## config.mk

```make
export PLATFORM = sky130hd
export DESIGN_NAME = loop_cfg_fault
export DESIGN_NICKNAME = d
export VERILOG_FILES = /design/src/rtl/cfgflt_pkg.sv /design/src/rtl/cfgflt_timer.sv /design/src/rtl/cfgflt_regs.sv /design/src/rtl/cfgflt_fault.sv /design/src/rtl/loop_cfg_fault.sv
export SDC_FILE = /design/constraint.sdc
export NUM_CORES = 1
export LEC_CHECK = 0
export ABC_AREA = 1
export BUFFER_PORTS_ARGS = -buffer_cell sky130_fd_sc_hd__buf_2
export CELL_PAD_IN_SITES_DETAIL_PLACEMENT = 1
export CELL_PAD_IN_SITES_GLOBAL_PLACEMENT = 2
export CORE_ASPECT_RATIO = 0.6
export CORE_MARGIN = 4
export CORE_UTILIZATION = 36
export CTS_BUF_LIST = sky130_fd_sc_hd__clkbuf_16
export CTS_CLUSTER_DIAMETER = 150
export DETAILED_ROUTE_END_ITERATION = 6
export PLACE_DENSITY = 0.94
export SLEW_MARGIN = 20
export SYNTH_ARGS = -nofsm -noshare
export SYNTH_HDL_FRONTEND = slang
export SYNTH_SLANG_ARGS = --single-unit
```

## constraint.sdc

```tcl
create_clock -name clk -period 2.5 [get_ports clk]
set_input_delay 0.25 -clock clk [delete_from_list [all_inputs] [get_ports clk]]
set_output_delay 0.25 -clock clk [all_outputs]
set_load 0.1 [all_outputs]
```

## src/rtl/cfgflt_pkg.sv

```systemverilog
package cfgflt_pkg;
  localparam int CODE_W = 16;
  localparam int FS_UA  = 24000;

  localparam logic [7:0] A_LOCK  = 8'h00;
  localparam logic [7:0] A_CMD   = 8'h01;
  localparam logic [7:0] A_MASK  = 8'h02;
  localparam logic [7:0] A_RXCNT = 8'h03;
  localparam logic [7:0] A_ALO   = 8'h04;
  localparam logic [7:0] A_AHI   = 8'h05;
  localparam logic [7:0] UNLOCK_KEY = 8'h95;

  localparam logic [4:0] MASK_RST  = 5'h1F;
  localparam logic [3:0] RXCNT_RST = 4'h8;

  // microamps to a full-scale code on the 24 mA range
  function automatic logic [CODE_W-1:0] ua_to_code(input longint ua);
    return CODE_W'((ua * (longint'(1) << CODE_W)) / FS_UA);
  endfunction

  // byte-pair loading: the new byte enters at the bottom
  function automatic logic [CODE_W-1:0] shift_byte(input logic [CODE_W-1:0] cur,
                                                   input logic [7:0] b);
    return {cur[CODE_W-9:0], b};
  endfunction

  localparam logic [CODE_W-1:0] ALO_RST = ua_to_code(3375);
  localparam logic [CODE_W-1:0] AHI_RST = ua_to_code(21750);
endpackage

```

## src/rtl/cfgflt_timer.sv

```systemverilog
module cfgflt_timer #(
  parameter int CLK_PER_MS = 1000,
  parameter int TIMEOUT_MS = 100
) (
  input  logic clk,
  input  logic rst_n,
  input  logic clr,
  input  logic run,
  output logic expired
);
  localparam int PRE_W = (CLK_PER_MS > 1) ? $clog2(CLK_PER_MS) : 1;
  localparam int MS_W  = $clog2(TIMEOUT_MS + 1);
  localparam logic [PRE_W-1:0] PRE_LAST = PRE_W'(CLK_PER_MS - 1);
  localparam logic [MS_W-1:0]  MS_LAST  = MS_W'(TIMEOUT_MS);

  logic [PRE_W-1:0] pre_q;
  logic [MS_W-1:0]  ms_q;
  logic             ms_tick;

  assign ms_tick = (pre_q == PRE_LAST);
  assign expired = (ms_q == MS_LAST);

  always_ff @(posedge clk or negedge rst_n) begin
    if (!rst_n) begin
      pre_q <= '0;
      ms_q  <= '0;
    end else if (clr) begin
      pre_q <= '0;
      ms_q  <= '0;
    end else if (run && !expired) begin
      pre_q <= ms_tick ? '0 : pre_q + 1'b1;
      if (ms_tick) ms_q <= ms_q + 1'b1;
    end
  end

  // once expired, the timer stays expired until restarted
  assert_expiry_holds_R7: assert property (@(posedge clk) disable iff (!rst_n)
    (expired && !clr) |=> expired);
endmodule

```

## src/rtl/cfgflt_regs.sv

```systemverilog
module cfgflt_regs
  import cfgflt_pkg::*;
(
  input  logic              clk,
  input  logic              rst_n,
  input  logic              frm_valid,
  input  logic              frm_cfg,
  input  logic [7:0]        frm_addr,
  input  logic [CODE_W-1:0] frm_data,
  output logic [CODE_W-1:0] dac_reg,
  output logic [CODE_W-1:0] alarm_lo,
  output logic [CODE_W-1:0] alarm_hi,
  output logic [4:0]        en_mask,
  output logic [3:0]        rx_limit,
  output logic              por_err,
  output logic              soft_rst
);
  logic       unlocked;
  logic       cfg_wr;
  logic       cmd_wr;
  logic       cmd_set;
  logic [7:0] wbyte;

  assign wbyte    = frm_data[7:0];
  assign cfg_wr   = frm_valid && frm_cfg && unlocked;
  assign cmd_wr   = cfg_wr && (frm_addr == A_CMD);
  assign cmd_set  = cmd_wr && (wbyte[4:3] == 2'b01);
  assign soft_rst = cmd_wr && wbyte[0];

  always_ff @(posedge clk or negedge rst_n) begin
    if (!rst_n) begin
      unlocked <= 1'b0;
      dac_reg  <= '0;
      alarm_lo <= ALO_RST;
      alarm_hi <= AHI_RST;
      en_mask  <= MASK_RST;
      rx_limit <= RXCNT_RST;
      por_err  <= 1'b1;
    end else if (soft_rst) begin
      unlocked <= 1'b0;
      dac_reg  <= '0;
      alarm_lo <= ALO_RST;
      alarm_hi <= AHI_RST;
      en_mask  <= MASK_RST;
      rx_limit <= RXCNT_RST;
      por_err  <= 1'b1;
    end else if (frm_valid) begin
      por_err <= cmd_set;
      if (!frm_cfg) begin
        if (!unlocked) dac_reg <= frm_data;
      end else if (frm_addr == A_LOCK) begin
        unlocked <= (wbyte == UNLOCK_KEY);
      end else if (unlocked) begin
        case (frm_addr)
          A_MASK:  en_mask  <= wbyte[4:0];
          A_RXCNT: rx_limit <= wbyte[3:0];
          A_ALO:   alarm_lo <= shift_byte(alarm_lo, wbyte);
          A_AHI:   alarm_hi <= shift_byte(alarm_hi, wbyte);
          default: ;
        endcase
      end
    end
  end

  // a data frame while unlocked leaves the code alone
  assert_dac_held_open_R3: assert property (@(posedge clk) disable iff (!rst_n)
    (frm_valid && !frm_cfg && unlocked) |=> $stable(dac_reg));
  // the enable register ignores writes while locked
  assert_mask_locked_R2: assert property (@(posedge clk) disable iff (!rst_n)
    (frm_valid && frm_cfg && !unlocked) |=> $stable(en_mask));
  // a frame that is not a set command clears the power-on error
  assert_frame_clears_R4: assert property (@(posedge clk) disable iff (!rst_n)
    (frm_valid && !cmd_set && !soft_rst) |=> !por_err);
  // a soft reset leaves the block locked with the power-on error set
  assert_soft_reset_R5: assert property (@(posedge clk) disable iff (!rst_n)
    soft_rst |=> (!unlocked && por_err));
endmodule

```

## src/rtl/cfgflt_fault.sv

```systemverilog
module cfgflt_fault
  import cfgflt_pkg::*;
#(
  parameter int CLK_PER_MS = 1000,
  parameter int TIMEOUT_MS = 100
) (
  input  logic              clk,
  input  logic              rst_n,
  input  logic              soft_rst,
  input  logic              frm_valid,
  input  logic              sym_ok,
  input  logic              par_err,
  input  logic              frm_err,
  input  logic              loop_in,
  input  logic              alarm_hi_sel,
  input  logic [4:0]        en_mask,
  input  logic              por_err,
  input  logic [CODE_W-1:0] dac_reg,
  input  logic [CODE_W-1:0] alarm_lo,
  input  logic [CODE_W-1:0] alarm_hi,
  output logic [CODE_W-1:0] dac_code,
  output logic              err_n
);
  logic chan_exp, loop_exp;
  logic loop_flt, par_flt, frm_flt;
  logic loop_rep, chan_rep, par_rep, frm_rep, band_rep;

  cfgflt_timer #(.CLK_PER_MS(CLK_PER_MS), .TIMEOUT_MS(TIMEOUT_MS)) u_chan_tmr (
    .clk(clk), .rst_n(rst_n), .clr(sym_ok || soft_rst), .run(1'b1), .expired(chan_exp));

  cfgflt_timer #(.CLK_PER_MS(CLK_PER_MS), .TIMEOUT_MS(TIMEOUT_MS)) u_loop_tmr (
    .clk(clk), .rst_n(rst_n), .clr(!loop_flt || soft_rst), .run(loop_flt), .expired(loop_exp));

  always_ff @(posedge clk or negedge rst_n) begin
    if (!rst_n) begin
      loop_flt <= 1'b0;
      par_flt  <= 1'b0;
      frm_flt  <= 1'b0;
    end else if (soft_rst) begin
      loop_flt <= 1'b0;
      par_flt  <= 1'b0;
      frm_flt  <= 1'b0;
    end else begin
      if (loop_flt && loop_exp) loop_flt <= 1'b0;
      else if (loop_in)         loop_flt <= 1'b1;
      if (par_err)        par_flt <= 1'b1;
      else if (frm_valid) par_flt <= 1'b0;
      if (frm_err)        frm_flt <= 1'b1;
      else if (frm_valid) frm_flt <= 1'b0;
    end
  end

  assign loop_rep = loop_flt & en_mask[0];
  assign chan_rep = chan_exp & en_mask[1];
  assign par_rep  = par_flt  & en_mask[2];
  assign frm_rep  = frm_flt  & en_mask[3];
  assign band_rep = chan_rep | par_rep | frm_rep | por_err;

  always_comb begin
    if (loop_rep)      dac_code = alarm_lo;
    else if (band_rep) dac_code = alarm_hi_sel ? alarm_hi : alarm_lo;
    else               dac_code = dac_reg;
  end
  assign err_n = ~(loop_rep | band_rep);

  // a reported loop fault drives the low alarm whatever the band pin is
  assert_loop_low_R8: assert property (@(posedge clk) disable iff (!rst_n)
    loop_rep |-> (dac_code == alarm_lo));
  // any reported band fault pulls the flag
  assert_flag_low_R9: assert property (@(posedge clk) disable iff (!rst_n)
    (chan_rep || par_rep || frm_rep) |-> !err_n);
  // a valid symbol ends channel inactivity
  assert_chan_clear_R7: assert property (@(posedge clk) disable iff (!rst_n)
    sym_ok |=> !chan_exp);
  // a clean frame drops a held parity fault
  assert_par_clear_R9: assert property (@(posedge clk) disable iff (!rst_n)
    (frm_valid && !par_err) |=> !par_flt);
  // with no fault the output code is the stored code
  assert_clean_code_R10: assert property (@(posedge clk) disable iff (!rst_n)
    err_n |-> (dac_code == dac_reg));
endmodule

```

## src/rtl/loop_cfg_fault.sv

```systemverilog
module loop_cfg_fault
  import cfgflt_pkg::*;
#(
  parameter int CLK_PER_MS = 1000,
  parameter int TIMEOUT_MS = 100
) (
  input  logic        clk,
  input  logic        rst_n,
  input  logic        frm_valid,
  input  logic        frm_cfg,
  input  logic [7:0]  frm_addr,
  input  logic [15:0] frm_data,
  input  logic        sym_ok,
  input  logic        par_err,
  input  logic        frm_err,
  input  logic        loop_fault,
  input  logic        alarm_hi_sel,
  output logic [15:0] dac_code,
  output logic        err_n,
  output logic        ack_en,
  output logic [3:0]  rx_err_limit
);
  logic [CODE_W-1:0] dac_reg, alarm_lo, alarm_hi;
  logic [4:0]        en_mask;
  logic              por_err, soft_rst;

  cfgflt_regs u_regs (
    .clk(clk), .rst_n(rst_n), .frm_valid(frm_valid), .frm_cfg(frm_cfg),
    .frm_addr(frm_addr), .frm_data(frm_data), .dac_reg(dac_reg),
    .alarm_lo(alarm_lo), .alarm_hi(alarm_hi), .en_mask(en_mask),
    .rx_limit(rx_err_limit), .por_err(por_err), .soft_rst(soft_rst));

  cfgflt_fault #(.CLK_PER_MS(CLK_PER_MS), .TIMEOUT_MS(TIMEOUT_MS)) u_fault (
    .clk(clk), .rst_n(rst_n), .soft_rst(soft_rst), .frm_valid(frm_valid),
    .sym_ok(sym_ok), .par_err(par_err), .frm_err(frm_err), .loop_in(loop_fault),
    .alarm_hi_sel(alarm_hi_sel), .en_mask(en_mask), .por_err(por_err),
    .dac_reg(dac_reg), .alarm_lo(alarm_lo), .alarm_hi(alarm_hi),
    .dac_code(dac_code), .err_n(err_n));

  assign ack_en = en_mask[4];

  // acknowledge enable only moves on a configuration frame
  assert_ack_stable_R6: assert property (@(posedge clk) disable iff (!rst_n)
    !(frm_valid && frm_cfg) |=> $stable(ack_en));
endmodule

```

==> results by stage, run 1 <==
Synth:
- The count of cell types in the netlist is 35.
- The part of the Yosys area used for sequential elements is 0.426.
- Counting every instance in the synthesized netlist gives approximately 840.
- The number of warnings printed during yosys synthesis is 0.
- A synthesized cell averages 6.78 sq um.
- The register bit count reported by yosys is 96.
- The mapped netlist covers ~0.0057 sq mm.
- The number of nets in the synthesized netlist is approximately 880.

Placement:
- The number of buffers added on ports is 54.
- The last weighted congestion value of the routability-driven placer is 0.849.
- The HPWL after detailed placement is roughly 13 mm.
- The placed instance area is ~0.0064 sq mm.

Timing:
- The share of the clock period used by the worst path is 0.938.
- Setup violations remaining at the end of the flow were counted as 0.
- The measured slew at the worst slew-check pin is 722 ps.
- The total negative slack for setup checks is 0 ps.
- For this run, the top clock speed supported by timing is about 0.43 GHz.
- The final max-slew violation count was 0.
- Between clock sinks in the finished design, the worst skew comes to 10.0 ps.
- The final-report hold violation count is 0.
- The relative max-transition margin is 0.517.
- The tightest hold path in the finished design has a slack of approximately 110 ps.
- After layout, the minimum clock period comes to between 2000 and 2500 ps.

Finish:
- The share of cells above drive strength 1 is 0.131.
- After routing the design area is ~0.0068 sq mm.
- The number of nets in the layout is a little over 900.
- The count of inserted antenna diode cells is 0.
- Relative to the synthesized area, the layout overhead comes to 19.3%.

Routing:
- The mean number of vias per cell is between 4 and 5.
- For this run, design rule violations remaining after detail routing come to 0.
- For this block, the via count after detailed routing is between 5,000 and 6,000.
- The starting DRC count in detailed routing is between 300 and 400.
- Before antenna repair, the detailed router went through 5 iterations.
- In the final routed layout, each cell accounts on average for 15.7 um.
- The number of nets still failing antenna checks after routing is 0.
- The final layout contains routed wiring with a total length of between 15 and 20 mm.

Floorplanning:
- From bottom edge to top edge, the die measures 105 um.
- The die is about 170 um wide.
- 55 I/O pins were placed.
- The floorplan row count is 35.
- The core region is approximately 0.015 sq mm.
- For this configuration, the core starts out at a cell density of 0.369.
- The die footprint is approximately 0.018 sq mm.

Clock network:
- Clock tree synthesis selected as its root buffer the cell sky130_fd_sc_hd__clkbuf_16.
- Counting every sink on the clock net gives 96.
- The clock insertion delay at the later pin of the skew report is between 300 and 400 ps.
- The clock transition at the registers of the reported paths is approximately 80 ps.
- The clock passes through at most 2 buffers.
- TritonCTS built the clock tree.
- The H-tree generated during clock tree synthesis spans 3 levels.
- In this run, CTS created clock tree buffers numbering 9.

GRT:
- The first global-routing pass estimated ~30 mm of wire.
- Entering global routing, the biggest net connects 63 pins.
- The via count of the first global-routing pass is approximately 5,500.
- The global router's overall resource usage is 0.201.
- The total grt overflow is 0.
- The number of antenna violations at the first check in global routing is 0.

Hold path:
- The tightest min-delay check is of the in -> reg type.
- The startpoint identified for the worst hold timing path is frm_valid.

Worst setup path:
- At the worst endpoint, the required time is between 2000 and 2500 ps.
- The setup slack of the worst register-to-register path is 500 ps.
- On the worst path, the slowest cell contributes a delay of ~440 ps.
- The cell with the biggest individual delay on the critical path is sky130_fd_sc_hd__dfrtp_2.
- The number of buffers and inverters on the critical path is 3.
- In this run the worst path has a maximum fanout of 10.
- The kind of cell with the highest combined delay along the critical path is simple AND/OR/NAND/NOR gates.
- The cell seen most often among critical-path stages is sky130_fd_sc_hd__nand3_1.
- The worst setup path is captured at an output port.
- The most critical setup path has its startpoint at u_fault.u_chan_tmr.ms_q[0].
- The setup path with the least slack is of type reg -> out.
- The critical register-to-register path startpoint is u_regs.unlocked.
- The data arrival time of the critical path is 2100 ps.
- STA classifies the critical path startpoint as a flop.
- Traced cell by cell, the critical path runs through inv_1, ha_1, nand3_1, nor2_4, nand2_1, nand2_4, buf_8, nand3_1, nand3_1, nand2_1, buf_12.

Pwr:
- Across the VDD grid, the largest voltage drop is 0.348 mV.
- For this design the static power due to leakage is around 3.6 nW.
- The power density over the cells is around 600 mW/mm^2.

Run status:
- The flow ran to the end, and the final reports show no timing, DRC or antenna violations.

Flow run:
- The number of violations of the max-capacitance limit is 0.
## cells in the mapped netlist
cell / count / share of area
sky130_fd_sc_hd__buf_2: 12 / 0.011
sky130_fd_sc_hd__clkinv_1: 1 / 0.00066
sky130_fd_sc_hd__nand2_1: 330 / 0.22
sky130_fd_sc_hd__a22oi_1: 2 / 0.0026
sky130_fd_sc_hd__o211ai_1: 1 / 0.0013
sky130_fd_sc_hd__nor3_4: 1 / 0.0029
sky130_fd_sc_hd__nor4_1: 1 / 0.0011
sky130_fd_sc_hd__nand2_4: 1 / 0.0020
sky130_fd_sc_hd__o21ai_1: 38 / 0.033
sky130_fd_sc_hd__nor2_4: 3 / 0.0059
sky130_fd_sc_hd__o21ai_0: 10 / 0.0088
sky130_fd_sc_hd__o31ai_1: 1 / 0.0013
sky130_fd_sc_hd__buf_4: 3 / 0.0040
sky130_fd_sc_hd__o21bai_1: 3 / 0.0040
sky130_fd_sc_hd__and3_1: 2 / 0.0022
sky130_fd_sc_hd__inv_2: 4 / 0.0026
sky130_fd_sc_hd__nor2_2: 1 / 0.0011
sky130_fd_sc_hd__nand3_1: 78 / 0.069
sky130_fd_sc_hd__xnor2_1: 2 / 0.0031
sky130_fd_sc_hd__dfrtp_1: 83 / 0.37
sky130_fd_sc_hd__clkbuf_1: 6 / 0.0040
sky130_fd_sc_hd__ha_1: 6 / 0.013
sky130_fd_sc_hd__nand3b_1: 3 / 0.0040
sky130_fd_sc_hd__dfstp_2: 13 / 0.060
sky130_fd_sc_hd__inv_1: 119 / 0.079
sky130_fd_sc_hd__nand4_1: 7 / 0.0077
sky130_fd_sc_hd__nor2_1: 74 / 0.049
sky130_fd_sc_hd__nor3b_1: 1 / 0.0013
sky130_fd_sc_hd__nand3_4: 2 / 0.0062
sky130_fd_sc_hd__buf_6: 2 / 0.0040
sky130_fd_sc_hd__a21oi_1: 14 / 0.012
sky130_fd_sc_hd__nand2_2: 4 / 0.0044
sky130_fd_sc_hd__nor3_1: 1 / 0.00088
sky130_fd_sc_hd__o211ai_2: 1 / 0.0022
sky130_fd_sc_hd__xor2_1: 8 / 0.012
## final cells by class
class	count	area (sq um)
fill	1974	8640
multi-input combinational	595	2680
sequential	96	2420
timing repair buffer	69	663
inverter	124	470
tap	203	254
clock buffer	9	225
clock inverter	7	61.3
## kinds of logic (layout without fill, tap and decap cells)
logic type | count (synthesis) | in the layout | synth area share
adders and majority gates | 6 | 6 | 0.0132
buffers and inverters | 147 | 209 | 0.104
AOI/OAI and AO/OA | 70 | 70 | 0.0661
DFF | 96 | 96 | 0.426
xor gates and xnor gates | 10 | 10 | 0.0154
and+or+nand+nor | 509 | 509 | 0.375
## repair_timing
action,4_1_cts,5_1_grt
setup endpoints to repair,16,16
gates resized for setup,2,6
hold endpoints to repair,29,0
pin swaps,1,0
buffers inserted,1,4
hold buffers,1,0
## layer usage
metal	track usage	wire length (um)	share of wire	vias to the layer above
li1	-	-	-	2703
met1	0.322	9560	0.55	2631
met2	0.287	7040	0.41	84
met3	0.0326	613	0.035	12
met4	0.0302	136	0.0078	0
met5	0	0	0	-
## final timing paths
| check | end | cells after the start |
|---|---|---|
| worst min register to register | u_regs.en_mask[0] | 2 |
| min in group asynchronous | u_regs.alarm_lo[14] | 2 |
| worst max register to register | u_regs.alarm_lo[8] | 8 |
| max in group asynchronous | u_regs.en_mask[4] | 3 |
| worst max-delay path | dac_code[3] | 11 |
| worst min-delay path | u_regs.por_err | 2 |
## power breakdown
part	total (W)	leakage, nW	switching, W	internal, W
Combinational	0.000891	2.19	0.000582	0.000309
Clock	0.00138	0.140	0.000682	0.000697
Sequential	0.00180	1.23	0.000140	0.00166
Total	0.00407	3.56	0.00140	0.00267
## cell usage in the layout (no fill, tap or decap), types with 5 or more instances in the layout
cell	synthesis	routed
sky130_fd_sc_hd__clkbuf_16	0	9
sky130_fd_sc_hd__inv_1	119	119
sky130_fd_sc_hd__buf_12	0	18
sky130_fd_sc_hd__buf_2	12	36
sky130_fd_sc_hd__o21ai_1	38	38
sky130_fd_sc_hd__buf_4	3	13
sky130_fd_sc_hd__nand3_1	78	78
sky130_fd_sc_hd__a21oi_1	14	14
sky130_fd_sc_hd__nand4_1	7	7
sky130_fd_sc_hd__o21ai_0	10	10
sky130_fd_sc_hd__nor2_1	74	73
sky130_fd_sc_hd__xor2_1	8	8
sky130_fd_sc_hd__ha_1	6	6
sky130_fd_sc_hd__dfrtp_1	83	82
sky130_fd_sc_hd__dfstp_2	13	13
sky130_fd_sc_hd__nand2_1	330	328
sky130_fd_sc_hd__nand2_2	4	5
## through the flow
| stage | std cells | setup WS [ps] | util | power (W) |
|---|---|---|---|---|
| after floorplan | 838 | 222 | - | 0.00236 |
| after global placement | 1081 | 287 | 0.416 | 0.00269 |
| after detailed placement | 1081 | 258 | 0.416 | 0.00271 |
| after CTS | 1099 | 36.1 | 0.437 | 0.00410 |
| after global routing | 1103 | -1.16 | 0.440 | 0.00429 |
| final | 1103 | 154 | 0.440 | 0.00407 |
No activity file was read; power rests on OpenSTA's default activity.
==> run 2: changes to the inputs <==
--- a/config.mk
+++ b/config.mk
@@ -9,13 +9,12 @@
 export BUFFER_PORTS_ARGS = -buffer_cell sky130_fd_sc_hd__buf_2
 export CELL_PAD_IN_SITES_DETAIL_PLACEMENT = 1
 export CELL_PAD_IN_SITES_GLOBAL_PLACEMENT = 2
-export CORE_ASPECT_RATIO = 0.6
 export CORE_MARGIN = 4
-export CORE_UTILIZATION = 36
-export CTS_BUF_LIST = sky130_fd_sc_hd__clkbuf_16
+export CORE_UTILIZATION = 37
+export CTS_BUF_LIST = sky130_fd_sc_hd__clkbuf_4
 export CTS_CLUSTER_DIAMETER = 150
 export DETAILED_ROUTE_END_ITERATION = 6
-export PLACE_DENSITY = 0.94
+export PLACE_DENSITY = 0.95
 export SLEW_MARGIN = 20
 export SYNTH_ARGS = -nofsm -noshare
 export SYNTH_HDL_FRONTEND = slang
==> results by stage, run 2 (synthesis results as in run 1) <==
Run status:
- The run finished with clean final reports.

Timing:
- The final-report hold violation count was 0.
- The final worst setup slack is 111 ps.
- At the pin with the least slew margin, the transition time is about 700 ps.
- The relative max-transition margin is 0.538.
- The maximum operating frequency is between 0.4 and 0.5 GHz.
- The total negative slack for setup checks is 0 ps.
- The final critical-path required period is 2390 ps.
- The number of failing setup endpoints in the final timing report is 0.
- The final max-slew violation count came to 0.
- Of the available clock period, the critical path in the final layout requires 0.955.
- The post-route clock skew is ~11 ps.

Worst setup path:
- The data required time at the worst endpoint is 2250 ps.
- The maximum fanout along the worst path is 8.
- The slowest stage of the critical path is the sky130_fd_sc_hd__dfrtp_1 cell.
- On the critical path the largest part of the delay comes from simple AND/OR/NAND/NOR gates.
- The count of buffering cells on the critical path with inverters included is 3.
- The critical path startpoint category is a flop.
- The worst setup path is captured at an output port.
- The delay of the slowest cell on the worst path is roughly 440 ps.
- The critical path goes through inv_1, ha_1, nand3_2, nor2_4, nand2_2, nand2_4, clkbuf_16, nand3_1, nand3_1, nand2_2, buf_12.
- The critical path in this run is classified as reg -> out.
- The data arrival time of the critical path is 2140 ps.

Clock network:
- The cell at the root of the clock tree is sky130_fd_sc_hd__clkbuf_4.
- The number of H-tree levels is 3.
- The clock sink count is 96.
- The clock transition at the registers of the reported paths is about 160 ps.
- The CTS tree is yes.
- The clock insertion delay at the later pin of the skew report is roughly 470 ps.
- The total clock buffers created by CTS is 9.
- Counting along the longest clock path gives a buffer depth of 2.

Pwr:
- In this run the power density over the cells is 524 mW/mm^2.
- VDD sags by at most between 0.2 and 0.25 mV.
- The analysis attributes to cell leakage a power of around 3.5 nW.
- After layout, the design draws a total of 0.00351 W.

Placement:
- The congestion estimate from routability-driven global placement came to a little over 0.8.
- Before CTS, the worst setup slack after placement is 412 ps.
- The number of buffers added on ports is 54.
- Detailed placement ended at an HPWL of around 12 mm.

Floorplanning:
- The core box area is 0.0151 sq mm.
- The die footprint is about 0.017 sq mm.
- The I/O pin total is 55.
- The initial utilization of the core area, before any placement, comes to 0.375.
- The floorplan row count is 45.
- The floorplan step set the die width to around 130 um.
- The die extent in y is ~130 um.

Routing:
- The mean number of vias per cell is 4.88.
- In the final routed layout, each cell accounts on average for ~15 um.
- The count of nets left with antenna violations once routing finished came out at 0.
- Summed over all layers, the routed wires come to 16.0 mm.
- The DRC violation count after routing is 0.
- Before antenna repair, the detailed router went through 4 iterations.
- The routed layout has 5,324 vias.
- The starting DRC count in detailed routing is 249.

Finish:
- The share of cells above drive strength 1 is 0.139.
- The sequential cells in the finished layout cover a total of about 0.0024 sq mm.
- The number of fill cells in the layout is about 2,000.
- In the final layout, the multi-input gates occupy about 0.0027 sq mm.
- The count of inserted antenna diode cells is 0.
- Leaving out fill and tap cells, the most frequent cell in the layout is sky130_fd_sc_hd__nand2_1.
- Relative to the synthesized area, the layout overhead comes to 17.8%.
- Leaving out fill and tap cells, the most frequent cells in the layout are sky130_fd_sc_hd__nand2_1 (321), sky130_fd_sc_hd__inv_1 (119), sky130_fd_sc_hd__dfrtp_1 (83).
- The number of nets in the layout is about 940.

GRT:
- The first-pass GRT wire length is 26.8 mm.
- The via count of the first global-routing pass was around 5,400.
- The pin count of the biggest net entering global routing is slightly below 60.
- The number of antenna violations at the first check in global routing was 0.
- For this run the aggregate overflow at the end of global routing stands at 0.
- In the global route stage, overall resource usage came out at 0.186.

Hold path:
- The tightest min-delay check is of the in -> reg type.

Flow run:
- The tool flagged a number of max-cap violations equal to 0.
==> run 2: cell types whose count changed in the layout (fill, tap and decap cells not counted), sizes merged <==
cell         previous run  this run
dlygate4sd3             1         4
clkbuf                  9        11
clkinvlp                1         3
inv                   127       125
buf                    68        67
==> run 2: tightest hold or removal path, delay by kind of cell <==
family	cells	cell delay [ps]
buffers and inverters	2	230
AO/OA/AOI/OAI	1	80
==> run 2: per-stage QoR <==
step                       util  cell area (sq um)  cells  hold slack, ps
after detailed placement  0.423               6400   1066             255
after global routing      0.442               6700   1092            65.5
after floorplan               -               5680    838           -45.6
after CTS                 0.434               6580   1088            32.5
after global placement    0.423               6400   1066             251
final                     0.442               6700   1092            67.0
==> run 2: path summary, 6_finish.rpt <==
path / slack (ps) / depth (start not counted) / from / to
worst min register to register: 480 / 2 / u_regs.rx_limit[3] / u_regs.rx_limit[3]
worst max register to register: 470 / 7 / u_regs.unlocked / u_fault.u_loop_tmr.pre_q[2]
max in group asynchronous: 1520 / 3 / rst_n / u_regs.alarm_hi[13]
worst max-delay path: 110 / 11 / u_fault.u_chan_tmr.ms_q[1] / dac_code[1]
min in group asynchronous: 250 / 2 / rst_n / u_fault.u_chan_tmr.pre_q[0]
worst min-delay path: 70 / 3 / frm_data[0] / u_regs.en_mask[0]
==> run 2: timing repair <==
action                                 CTS  global route
setup endpoints to repair               16            17
resized for setup                        1            17
endpoints found under the hold margin   33             0
buffers inserted                         2             2
gates cloned                             0             2
pin swaps                                1             2
hold buffers                             4             0
==> run 2: cell type report <==
cell class,count,area share
multi-input combinational,595,0.404
tap,188,0.0351
clock buffer,9,0.0101
timing repair buffer,73,0.111
sequential,96,0.361
clock inverter,7,0.00804
inverter,124,0.0708
==> run 2: power breakdown <==
| part | leakage, nW | switching [W] | internal [W] | total [W] |
|---|---|---|---|---|
| clock network | 0.0606 | 0.000589 | 0.000212 | 0.000801 |
| logic | 2.22 | 0.000585 | 0.000327 | 0.000913 |
| registers | 1.24 | 0.000131 | 0.00166 | 0.00179 |
==> run 2: routing by layer <==
metal | GRT usage | vias up | share of wire
met4 | 0.0508 | 0 | 0.010
met5 | 0 | - | 0
met2 | 0.294 | 77 | 0.47
met1 | 0.270 | 2533 | 0.49
met3 | 0.0225 | 11 | 0.036
li1 | - | 2703 | -
==> run 3: changes to the inputs <==
--- a/config.mk
+++ b/config.mk
@@ -15,6 +15,7 @@
 export CTS_CLUSTER_DIAMETER = 150
 export DETAILED_ROUTE_END_ITERATION = 6
 export PLACE_DENSITY = 0.95
+export RECOVER_POWER = 50
 export SLEW_MARGIN = 20
 export SYNTH_ARGS = -nofsm -noshare
 export SYNTH_HDL_FRONTEND = slang
==> results by stage, run 3 (synthesis results as in run 1) <==
Run status:
- The run finished with clean final reports.

Timing:
- Dividing the final minimum period by the clock period gives 0.960.
- Based on the critical path, the design can be clocked at up to ~0.42 GHz.
- The number of failing setup endpoints in the final timing report is 0.
- The smallest clock period supported by the final layout is computed as around 2400 ps.
- The total negative slack for setup checks is 0 ps.
- The relative max-transition margin is 0.219.
- Across the routed clock network, the largest skew measured is around 15 ps.
- The final-report hold violation count is 0.
- The final max-slew violation count is 0.
- The worst hold-check slack is approximately 65 ps.
- The measured slew at the worst slew-check pin is approximately 1200 ps.
- In the post-route analysis, the smallest setup slack over all paths is 101 ps.

Placement:
- In this run the cell area measured after placement is around 0.0064 sq mm.
- The last weighted congestion value of the routability-driven placer is about 0.81.
- Before CTS, the worst setup slack after placement is ~410 ps.
- In this run, placement finished with an instance count of between 1,000 and 1,500.
- Input and output buffers added on the ports amount to 54.
- Summed over all nets, the half-perimeter wirelength after detailed placement is roughly 12 mm.

Pwr:
- The worst-case IR drop observed on VDD is between 0.2 and 0.3 mV.
- The analysis attributes to net switching a power of 0.00131 W.
- The share of total power dissipated in combinational logic is 0.259.
- Of the total power, the clock network draws 0.229.
- The total internal power is ~0.0022 W.
- In this run the power density over the cells is 526 mW/mm^2.
- Of the total power, the share spent switching nets is 0.373.
- The leakage power is between 3 and 4 nW.
- The share of total power dissipated in sequential elements is 0.512.

GRT:
- The first-pass GRT wire length is 26.8 mm.
- The via count of the first global-routing pass is between 5,000 and 6,000.
- In the global route stage, overall resource usage came out at 0.186.
- For this run the aggregate overflow at the end of global routing stands at 0.
- The pin count of the biggest net entering global routing is a little under 60.
- The number of antenna violations at the first check in global routing is 0.

Hold path:
- In this run the worst hold path is classified as in -> reg.

Floorplanning:
- The core box area is 0.0151 sq mm.
- The die footprint is ~0.017 sq mm.
- The width of the die is approximately 130 um.
- For this configuration, the core starts out at a cell density of 0.375.
- The initialized floorplan defines 45 standard-cell rows.
- The die extent in y is about 130 um.
- For this design the top-level I/O count stands at 55.

Worst setup path:
- STA classifies the critical path endpoint as an output port.
- Data on the critical path is required at its endpoint by about 2300 ps.
- In this run the worst path has a maximum fanout of 8.
- STA classifies the critical path startpoint as a flop.
- The setup path with the least slack is of type reg -> out.
- The data arrival time of the critical path is between 2000 and 2500 ps.

Finish:
- Summing all flip-flop and latch instances after layout gives 0.00242 sq mm.
- The filler cells instantiated in the layout total between 1,500 and 2,000.
- In the final layout, the multi-input gates occupy 0.00270 sq mm.
- Of the cells placed in the final design, the portion with a size suffix greater than 1 is 0.133.
- The post-route standard cell area excluding fillers is between 0.006 and 0.007 sq mm.
- The final standard cell count with taps included and fillers excluded is around 1,100.
- Relative to the synthesized area, the layout overhead comes to 17.3%.
- The number of nets in the layout is ~940.
- The count of inserted antenna diode cells is 0.
- The top cell types in the final layout, fill and taps aside, are sky130_fd_sc_hd__nand2_1 (321), sky130_fd_sc_hd__inv_1 (119), sky130_fd_sc_hd__dfrtp_1 (83).
- The commonest non-fill, non-tap cell in the layout is sky130_fd_sc_hd__nand2_1.

Clock network:
- The maximum count of clock buffers along a single path is 2.
- Clock-pin slew was measured on the worst setup and hold paths at around 160 ps.
- The CTS tree is yes.
- The clock insertion delay at the later pin of the skew report is ~480 ps.
- The total clock buffers created by CTS is 9.
- The clock net in this run drives a total of 96 sinks.
- The tree is rooted in a sky130_fd_sc_hd__clkbuf_4.
- The number of H-tree levels is 3.

Routing:
- Dividing the detail-routed wire length by the instance count gives 14.7 um.
- The number of nets still failing antenna checks after routing is 0.
- The total via count after detailed routing is 5,362.
- The DRC violation count after routing is 0.
- The overall routed net length is 16.1 mm.
- The mean number of vias per cell is 4.91.
- The number of search-and-repair iterations in the first detailed-routing pass is 4.
- The starting DRC count in detailed routing is 252.

Flow run:
- Max-cap violations in this run came to 0.
run 3: layout make-up:
type	instances	share of cell area
inverters	124	0.0712
multi-input cells	595	0.405
clock buffers	9	0.0101
repair buffers	73	0.108
clock inverters	7	0.00807
well taps	188	0.0353
flip-flops and latches	96	0.363
run 3: per-stage QoR:
step,util,power (W)
3_5_place_dp,0.423,0.00270
6_report,0.440,0.00350
5_1_grt,0.440,0.00372
3_3_place_gp,0.423,0.00268
4_1_cts,0.434,0.00351
2_1_floorplan,-,0.00236
run 3: repair_timing:
item | CTS | global route
pin swaps | 1 | 2
setup endpoints to repair | 16 | 17
endpoints found under the hold margin | 33 | 0
gates cloned | 0 | 2
resized for setup | 1 | 17
buffers inserted | 2 | 2
hold buffers | 4 | 0
run 3: worst max-delay path, cell delays in order, from the launching register on:
cell and delay, ps:
sky130_fd_sc_hd__dfrtp_1 440, sky130_fd_sc_hd__inv_1 70, sky130_fd_sc_hd__ha_1 150, sky130_fd_sc_hd__nand3_2 90, sky130_fd_sc_hd__nor2_4 110, sky130_fd_sc_hd__nand2_2 70
sky130_fd_sc_hd__nand2_4 140, sky130_fd_sc_hd__clkbuf_16 180, sky130_fd_sc_hd__nand3_1 60, sky130_fd_sc_hd__nand3_1 90, sky130_fd_sc_hd__nand2_2 80, sky130_fd_sc_hd__buf_12 170
run 3: worst paths after layout:
kind / slack (ps) / endpoint / startpoint / cells after the start
max: 100 / dac_code[1] / u_fault.u_chan_tmr.ms_q[1] / 11
min: 70 / u_regs.en_mask[0] / frm_data[0] / 3
max reg2reg: 360 / u_fault.u_loop_tmr.pre_q[2] / u_regs.unlocked / 7
min reg2reg: 480 / u_regs.rx_limit[3] / u_regs.rx_limit[3] / 2
max in group asynchronous: 680 / u_regs.dac_reg[6] / rst_n / 3
min in group asynchronous: 410 / u_fault.u_chan_tmr.pre_q[0] / rst_n / 2
run 3: per-layer routing:
metal  vias up  GRT usage  part of all wire
met2        80      0.294              0.47
met5         -          0                 0
met1      2569      0.270              0.49
met3        12     0.0225             0.036
li1       2701          -                 -
met4         0     0.0508             0.012
run 3: power by group through the flow:
stage / Combinational, W / Sequential, W / Clock [W]
final: 0.000908 / 0.00179 / 0.000803
after global routing: 0.00101 / 0.00181 / 0.000895
after CTS: 0.000891 / 0.00179 / 0.000831
after detailed placement: 0.000876 / 0.00182 / 0
after global placement: 0.000862 / 0.00182 / 0
after floorplan: 0.000586 / 0.00178 / 0
